## config.mk

```make
export PLATFORM = sky130hd
export DESIGN_NAME = pcm_slot_tx
export DESIGN_NICKNAME = d
export VERILOG_FILES = /design/src/rtl/pcm_slot_pkg.sv /design/src/rtl/pcm_slot_timer.sv /design/src/rtl/pcm_slot_sel.sv /design/src/rtl/pcm_slot_tx.sv
export SDC_FILE = /design/constraint.sdc
export NUM_CORES = 1
export LEC_CHECK = 0
export CAP_MARGIN = 15
export CORE_MARGIN = 1
export CORE_UTILIZATION = 52
export CTS_BUF_LIST = sky130_fd_sc_hd__clkbuf_2 sky130_fd_sc_hd__clkbuf_4 sky130_fd_sc_hd__clkbuf_8
export DETAILED_ROUTE_END_ITERATION = 6
export PLACE_DENSITY_LB_ADDON = 0.08
export SYNTH_ARGS = -nofsm -noshare
export SYNTH_HDL_FRONTEND = slang
export SYNTH_SLANG_ARGS = --single-unit
```

## constraint.sdc

```tcl
create_clock -name clk_i -period 5.55 [get_ports clk_i]
set_clock_uncertainty 0.2 [all_clocks]
set_input_delay 1.11 -clock clk_i [delete_from_list [all_inputs] [get_ports clk_i]]
set_output_delay 1.11 -clock clk_i [all_outputs]
set_load 0.005 [all_outputs]
```

## src/rtl/pcm_slot_pkg.sv

```systemverilog
package pcm_slot_pkg;
  typedef struct packed {
    logic dbl;
    logic smode;
    logic comp;
    logic act;
  } slot_cfg_t;

  function automatic logic [7:0] sig_byte(logic cd1, logic cd2, logic cfail);
    return {cd1, cd2, 3'b000, cfail, 2'b00};
  endfunction
endpackage

```

## src/rtl/pcm_slot_timer.sv

```systemverilog
module pcm_slot_timer #(
  parameter int NSLOT = 32,
  localparam int END_POS = NSLOT * 8,
  localparam int POS_W = $clog2(END_POS + 1)
) (
  input  logic             clk_i,
  input  logic             rst_ni,
  input  logic             fsync_i,
  input  logic             dbl_i,
  output logic             fs_rise_o,
  output logic [POS_W-1:0] pos_o
);
  logic fs_q, ph_q;
  logic [POS_W-1:0] pos_q;

  assign fs_rise_o = fsync_i & ~fs_q;
  assign pos_o     = pos_q;

  always_ff @(posedge clk_i or negedge rst_ni) begin
    if (!rst_ni) begin
      fs_q  <= 1'b0;
      ph_q  <= 1'b0;
      pos_q <= POS_W'(END_POS);
    end else begin
      fs_q <= fsync_i;
      if (fs_rise_o) begin
        pos_q <= '0;
        ph_q  <= 1'b0;
      end else if (pos_q != POS_W'(END_POS)) begin
        if (!dbl_i || ph_q) pos_q <= pos_q + 1'b1;
        ph_q <= dbl_i & ~ph_q;
      end
    end
  end

  AST_FS_RESTART: assert property (@(posedge clk_i) disable iff (!rst_ni)
    fs_rise_o |=> pos_q == '0);
  AST_SINGLE_STEP: assert property (@(posedge clk_i) disable iff (!rst_ni)
    (!fs_rise_o && !dbl_i && pos_q != POS_W'(END_POS)) |=> pos_q == $past(pos_q) + 1'b1);
  AST_DOUBLE_HOLD: assert property (@(posedge clk_i) disable iff (!rst_ni)
    (!fs_rise_o && dbl_i && !ph_q) |=> $stable(pos_q));
  AST_END_STICKY: assert property (@(posedge clk_i) disable iff (!rst_ni)
    (!fs_rise_o && pos_q == POS_W'(END_POS)) |=> pos_q == POS_W'(END_POS));
endmodule

```

## src/rtl/pcm_slot_sel.sv

```systemverilog
module pcm_slot_sel #(
  parameter int NSLOT = 32,
  localparam int END_POS = NSLOT * 8,
  localparam int POS_W = $clog2(END_POS + 1),
  localparam int IDX_W = POS_W - 3,
  localparam int SLOT_W = $clog2(NSLOT)
) (
  input  logic [POS_W-1:0]        pos_i,
  input  logic [SLOT_W-1:0]       slot_i,
  input  pcm_slot_pkg::slot_cfg_t cfg_i,
  input  logic [7:0]              data_i,
  input  logic [7:0]              sig_i,
  output logic                    data_hit_o,
  output logic                    sig_hit_o,
  output logic                    dout_o
);
  logic             in_frame;
  logic [IDX_W-1:0] idx, own;
  logic [2:0]       bitn;

  assign in_frame = pos_i < POS_W'(END_POS);
  assign idx      = pos_i[POS_W-1:3];
  assign bitn     = pos_i[2:0];
  assign own      = IDX_W'(slot_i);

  assign data_hit_o = in_frame && cfg_i.act && (idx == own);
  assign sig_hit_o  = in_frame && cfg_i.smode && cfg_i.comp && (idx == own + IDX_W'(1));

  always_comb begin
    dout_o = 1'b0;
    if (data_hit_o)     dout_o = data_i[~bitn];
    else if (sig_hit_o) dout_o = sig_i[~bitn];
  end
endmodule

```

## src/rtl/pcm_slot_tx.sv

```systemverilog
module pcm_slot_tx #(
  parameter int NSLOT = 32,
  localparam int SLOT_W = $clog2(NSLOT),
  localparam int POS_W = $clog2(NSLOT * 8 + 1)
) (
  input  logic              clk_i,
  input  logic              rst_ni,
  input  logic              fsync_i,
  input  logic [SLOT_W-1:0] slot_i,
  input  logic [7:0]        data_i,
  input  logic              cd1_i,
  input  logic              cd2_i,
  input  logic              cfail_i,
  input  logic              dbl_clk_i,
  input  logic              sig_mode_i,
  input  logic              comp_en_i,
  input  logic              chan_act_i,
  output logic              dout_o,
  output logic              doe_o
);
  import pcm_slot_pkg::*;

  slot_cfg_t         cfg_q;
  logic [SLOT_W-1:0] slot_q;
  logic [7:0]        data_q, sig_q;
  logic              fs_rise, data_hit, sig_hit;
  logic [POS_W-1:0]  pos;

  // frame-start capture of everything the frame uses
  always_ff @(posedge clk_i or negedge rst_ni) begin
    if (!rst_ni) begin
      cfg_q  <= '0;
      slot_q <= '0;
      data_q <= '0;
      sig_q  <= '0;
    end else if (fs_rise) begin
      cfg_q  <= '{dbl: dbl_clk_i, smode: sig_mode_i, comp: comp_en_i, act: chan_act_i};
      slot_q <= slot_i;
      data_q <= data_i;
      sig_q  <= sig_byte(cd1_i, cd2_i, cfail_i);
    end
  end

  pcm_slot_timer #(.NSLOT(NSLOT)) u_timer (
    .clk_i     (clk_i),
    .rst_ni    (rst_ni),
    .fsync_i   (fsync_i),
    .dbl_i     (cfg_q.dbl),
    .fs_rise_o (fs_rise),
    .pos_o     (pos)
  );

  pcm_slot_sel #(.NSLOT(NSLOT)) u_sel (
    .pos_i      (pos),
    .slot_i     (slot_q),
    .cfg_i      (cfg_q),
    .data_i     (data_q),
    .sig_i      (sig_q),
    .data_hit_o (data_hit),
    .sig_hit_o  (sig_hit),
    .dout_o     (dout_o)
  );

  assign doe_o = data_hit | sig_hit;

  AST_SIG_NEEDS_MODE: assert property (@(posedge clk_i) disable iff (!rst_ni)
    sig_hit |-> (cfg_q.smode && cfg_q.comp));
  AST_INACTIVE_SIG_ONLY: assert property (@(posedge clk_i) disable iff (!rst_ni)
    (doe_o && !cfg_q.act) |-> sig_hit);
  AST_QUIET_LINE: assert property (@(posedge clk_i) disable iff (!rst_ni)
    !doe_o |-> !dout_o);
  AST_CFG_HELD: assert property (@(posedge clk_i) disable iff (!rst_ni)
    !fs_rise |=> $stable(cfg_q) && $stable(data_q) && $stable(slot_q));
endmodule

```

==> results of run 1 <==
-- registers in the layout, indices dropped and copies added, names as in the netlist --
| register | flops |
|---|---|
| cfg_q | 4 |
| data_q | 8 |
| sig_q | 3 |
| slot_q | 5 |
| u_timer.fs_q | 1 |
| u_timer.ph_q | 1 |
| u_timer.pos_o | 9 |
-- through the flow --
| stage | util (%) | instances | hold slack [ns] | instance area [µm²] | worst slack, ns |
|---|---|---|---|---|---|
| detailed placement | 62.7 | 204 | 0.291 | 1900 | 2.18 |
| CTS | 65.1 | 212 | 0.311 | 1970 | 1.81 |
| finish | 66.0 | 213 | 0.312 | 2000 | 1.82 |
| floorplan | - | 144 | 0.272 | 1650 | 2.74 |
| global route | 66.0 | 213 | 0.341 | 2000 | 1.61 |
| global placement | 62.7 | 204 | 0.285 | 1900 | 2.20 |
-- Yosys cell counts (2+ instances only) --
cell      instances
mux4_1            2
nand2_1           4
nor4_1            2
nor2_1            9
buf_2             4
o21ai_0           5
xor2_1            6
nor2b_1           5
and2_1            2
buf_6             3
a21oi_1           5
nand3_1           5
ha_1              3
mux2i_1           2
clkbuf_2          2
nand4b_1          2
xnor2_1           7
nand4_1           5
dfrtp_1          30
nor4b_1           2
mux2_2           21
or3_1             4
inv_1             4
-- area by class of cell --
type | count | area, µm²
tap | 44 | 55.1
timing repair buffer | 27 | 283
clock buffer | 8 | 72.6
multi-input combinational | 99 | 797
inverter | 4 | 15.0
sequential | 31 | 777
fill | 243 | 1030
-- cells by family (layout without fill, tap and decap cells) --
kind of cell,Yosys count,after routing,synth area share [%]
muxes,25,25,18.7
DFF,31,31,47.0
adders and majority gates,3,3,2.27
xor gates and xnor gates,13,13,6.88
buffers and inverters,14,39,4.99
and+or+nand+nor,44,44,15.4
AOI/OAI and AO/OA,14,14,4.84
-- routing by layer --
metal | global-route usage [%] | wire (µm) | up-vias
met4 | 10.5 | 60 | 0
met1 | 23.9 | 1290 | 555
met2 | 32.8 | 1450 | 21
met3 | 5.05 | 95 | 7
met5 | 0 | 0 | -
li1 | - | - | 558
-- critical path, stage by stage (launching register included) --
cell             delay (ns)
dfrtp_1                0.42
ha_1                   0.32
xnor2_1                0.13
nand4_1                0.09
nand4b_1               0.20
o41ai_1                0.36
clkdlybuf4s50_1        0.56
-- worst max path at each step --
stage                    from  endpoint  slack, ns  depth (start not counted)
floorplan           slot_q[0]    dout_o       2.74                          5
global placement    slot_q[0]    dout_o       2.20                          6
detailed placement  slot_q[0]    dout_o       2.18                          6
global route        slot_q[0]    dout_o       1.61                          6
CTS                 slot_q[0]    dout_o       1.81                          6
finish              slot_q[0]    dout_o       1.82                          6
-- power by group --
part | leakage, nW | internal, mW | switching, mW
registers | 0.377 | 0.259 | 0.0409
clock network | 0.0420 | 0.0794 | 0.0753
logic | 0.402 | 0.0938 | 0.0611
total | 0.821 | 0.432 | 0.177
==> impl_metrics.py, run 1 <==
metrics = {
    "floorplanning": {
        "die_area_um2": 3410,
        "core_area_um2": 3030,
        "initial_core_util_pct": 54.6,
        "die_h_um": 58.4,
        "io_pins": 25,
        "die_width_um": 58.4,
        "rows": 20,
    },
    "sta": {
        "relSlewSlack_pct": 59.4,
        "finalSetupTns_ns": 0,
        "hold_viol": 0,
        "slew_viol_final": 0,
        "setup_viol_count_final": 0,
        "fin_crit_sh_pct": 67.2,
        "worstMarginPinSlew_ns": 0.600,
        "rsz0062_at_grt": "false",
        "period_needed_ns": 3.73,
        "max_freq_mhz": 268,
    },
    "setup_path": {
        "crit_arrival_ns": 2.42,
        "cp-start-kind": "register",
        "reg2reg_depth": 6,
        "reg2reg_to": "u_timer.pos_o[1]",
        "r2r_setup_slack_ns": 3.50,
        "endpoint_kind": "output pin",
        "cp_max_fo": 4,
        "cp.required_ns": 4.24,
        "path_class": "register to output pin",
        "r2r-start": "u_timer.pos_o[0]",
    },
    "route": {
        "drt-initial-drc-count": 43,
        "dr.pass1.iters": 4,
        "wl_per_cell_um": 13.6,
        "vias": 1141,
        "detail-route-antenna-nets": 0,
        "drt-total-wl_um": 2900,
        "drt_drc_violations_left": 0,
        "vias_per_cell": 5.36,
    },
    "synth": {
        "netlist_area_um2": 1650,
        "synth_top_area_share_pct": 45.4,
        "synth_warnings": 0,
        "ys_types": 33,
        "ys_top_cells_by_area": "dfrtp_1, mux2_2, xnor2_1",
        "postSynth.asyncResetShare_pct": 100,
        "synth-seq-cells": 31,
        "syn-num-nets": 170,
        "avgSynthCellArea_um2": 11.5,
        "synth_top_cell_by_area": "dfrtp_1",
        "synthCells": 144,
        "synth_flop_cell": "dfrtp_1",
        "synth-seq-area-share_pct": 47.0,
        "synth_edf_count": 0,
    },
    "finish": {
        "area_growth_pct": 20.9,
        "final_common_cell": "dfrtp_1",
        "antenna_cells": 0,
        "drive_gt1_share_pct": 20.7,
        "final_cell_mix": "dfrtp_1, clkdlybuf4s50_1, mux2_2, nor2_1, xnor2_1",
        "nets": 194,
    },
    "run": {
        "drv_cap": 0,
    },
    "pwr": {
        "power_density_nw_per_um2": 305,
        "irDropWorstVdd_mv": 0.171,
        "cellLeakagePower_nw": 0.821,
        "total_power_mw": 0.610,
    },
    "clocking": {
        "cts_setup_buffers": 0,
        "clock_latency_ns": 0.33,
        "cts.clk_slew.worst_paths_ns": 0.09,
        "cts_tree": "built",
        "root_buffer": "clkbuf_4",
        "h-tree-depth": 2,
        "hold_buffers": 0,
        "cts_buffer_depth": 2,
        "numCtsBuffers": 5,
        "clock-sinks": 31,
        "ctsResizeCount": 0,
    },
    "global_routing": {
        "grt_max_degree": 32,
        "grt_usage_pct": 19.9,
        "antenna_found_initial": 0,
        "overflow": 0,
        "grt_pass1_wl_um": 4990,
        "grt_pass1_vias": 1136,
    },
    "worst_hold_path": {
        "min_from": "data_q[6]",
        "worstHoldPathCells": 1,
        "min_path_type": "register to register",
        "worstHoldEndpoint": "data_q[6]",
    },
    "outcome": {
        "outcome": "complete, no violations",
    },
    "placement": {
        "routabilityCongestion": 0.874,
        "dp_hpwl_um": 2110,
        "port_buffers": 24,
    },
}
Power figures use the tool's default switching activity.
==> inputs of run 2 (changes only) <==
Settings changed: CORE_UTILIZATION 52 to 50.
Clock period 5.55 ns to 3 ns, I/O delays scaled along.
==> run 2 against run 1 <==
Worst setup slack worse by 1.6 ns; utilization is 2.6 points lower; via count is 1.4% higher; clock power grew 41%; register-to-register slack lost 2.7 ns; critical path depth stayed put; sequential share of layout area rose by 0.62 points; first-iteration DRC count rose by 120%; sequential power is 82% higher; count of clock-buffer cells in the layout shrank 2; critical path type unchanged.
==> impl_metrics.py, run 2 (synthesis results as in run 1) <==
metrics = {
    "outcome": {
        "outcome": "complete, no violations",
    },
    "placement": {
        "port_buffers": 24,
        "post-place-ws_ns": 0.115,
        "dp_hpwl_um": 2060,
        "postPlaceCellArea_um2": 1910,
        "routabilityCongestion": 0.830,
    },
    "setup_path": {
        "cp-start-kind": "register",
        "worst_path_dominant_cell_family": "simple AND/OR/NAND/NOR gates",
        "path_class": "register to output pin",
        "path_cells": "ha_1, and3b_1, or3_1, a21oi_1, o31ai_1, dlygate4sd2_1",
        "critical-path-slowest-cell": "dfrtp_1",
        "crit_path_start": "slot_q[0]",
        "r2r_setup_slack_ns": 0.83,
        "cp.required_ns": 2.20,
        "cp_num_cells": 6,
        "reg2reg_to": "u_timer.pos_o[1]",
        "setup.worst_path.end": "doe_o",
        "slowest_delay_ns": 0.39,
        "endpoint_kind": "output pin",
        "r2r-start": "u_timer.pos_o[0]",
        "cp_max_fo": 4,
        "crit_arrival_ns": 2.03,
        "reg2reg_depth": 7,
        "worst-path-buf-inv": 1,
    },
    "floorplanning": {
        "io_pins": 25,
        "die_area_um2": 3540,
        "die_h_um": 59.5,
        "die_width_um": 59.5,
        "initial_core_util_pct": 53.3,
        "core_area_um2": 3100,
        "rows": 20,
    },
    "sta": {
        "period_needed_ns": 2.83,
        "max_freq_mhz": 354,
        "hold_viol": 0,
        "relSlewSlack_pct": 60.1,
        "rsz0062_at_grt": "false",
        "fin_crit_sh_pct": 94.3,
        "worstMarginPinSlew_ns": 0.591,
        "slew_viol_final": 0,
        "finalSetupTns_ns": 0,
        "setup_viol_count_final": 0,
        "setup_ws_ns": 0.172,
        "hold_ws_ns": 0.305,
    },
    "global_routing": {
        "overflow": 0,
        "antenna_found_initial": 0,
        "grt_pass1_wl_um": 4920,
        "grt_usage_pct": 19.1,
        "grt_max_degree": 32,
        "grt_pass1_vias": 1130,
    },
    "pwr": {
        "cellLeakagePower_nw": 0.821,
        "power_density_nw_per_um2": 544,
        "irDropWorstVdd_mv": 0.321,
    },
    "finish": {
        "drive_gt1_share_pct": 21.9,
        "nets": 196,
        "largest_register_ffs": 9,
        "antenna_cells": 0,
        "fin_area_um2": 1970,
        "area_growth_pct": 19.0,
        "final_cell_mix": "dfrtp_1, clkdlybuf4s50_1, mux2_2, nor2_1, xnor2_1",
        "final_common_cell": "dfrtp_1",
    },
    "route": {
        "vias_per_cell": 5.43,
        "wl_per_cell_um": 13.3,
        "drt_drc_violations_left": 0,
        "drt-initial-drc-count": 93,
        "detail-route-antenna-nets": 0,
        "drt-total-wl_um": 2830,
        "dr.pass1.iters": 4,
        "vias": 1157,
    },
    "clocking": {
        "cts_tree": "built",
        "root_buffer": "clkbuf_4",
        "clock-sinks": 31,
        "numCtsBuffers": 5,
        "cts.clk_slew.worst_paths_ns": 0.08,
        "cts_buffer_depth": 2,
        "clock_latency_ns": 0.32,
        "h-tree-depth": 2,
        "hold_buffers": 0,
    },
    "run": {
        "drv_cap": 0,
    },
    "worst_hold_path": {
        "min_path_type": "register to register",
    },
}
run 2: stage by stage:
| stage | total power [mW] | util [%] | cells |
|---|---|---|---|
| 6_report | 1.07 | 63.4 | 213 |
| 5_1_grt | 1.15 | 63.4 | 213 |
| 4_1_cts | 1.08 | 63.5 | 213 |
| 3_5_place_dp | 0.857 | 61.5 | 205 |
| 3_3_place_gp | 0.844 | 61.5 | 205 |
| 2_1_floorplan | 0.778 | - | 144 |
run 2: area by class of cell:
type / count / area, µm²
clock buffer: 6 / 45.0
fill: 276 / 1130
inverter: 4 / 15.0
multi-input combinational: 99 / 805
sequential: 31 / 777
tap: 44 / 55.1
timing repair buffer: 29 / 272
run 2: worst min path at each step:
stage,start,depth (start not counted),slack [ns],endpoint
final,data_q[4],1,0.30,data_q[4]
after global routing,data_q[5],1,0.33,data_q[5]
after CTS,data_q[4],1,0.31,data_q[4]
after detailed placement,data_q[4],1,0.29,data_q[4]
after global placement,data_q[6],1,0.28,data_q[6]
after floorplan,rst_ni,0,0.10,cfg_q[0]
run 2: repair_timing:
action                     4_1_cts  5_1_grt
buffers inserted                 2        0
resized for setup                3        2
setup endpoints to repair        2        1
run 2: worst reg2reg max path: stages, from the launching register on:
cell and delay [ns]:
dfrtp_1 0.46, buf_4 0.18, inv_1 0.05, ha_1 0.13
nor4bb_1 0.55, a21oi_1 0.22, mux2i_1 0.21, nor2_1 0.06
run 2: layer usage:
metal  track usage, %  part of all wire, %
met1             22.4                   44
met2             31.9                   50
met3             6.77                  4.7
met4             7.64                  1.6
met5                0                    0
run 2: report_power, final:
part	internal (mW)	total (mW)	switching [mW]
Clock	0.0922	0.218	0.125
Sequential	0.480	0.546	0.0665
Combinational	0.182	0.307	0.125
Total	0.753	1.07	0.317
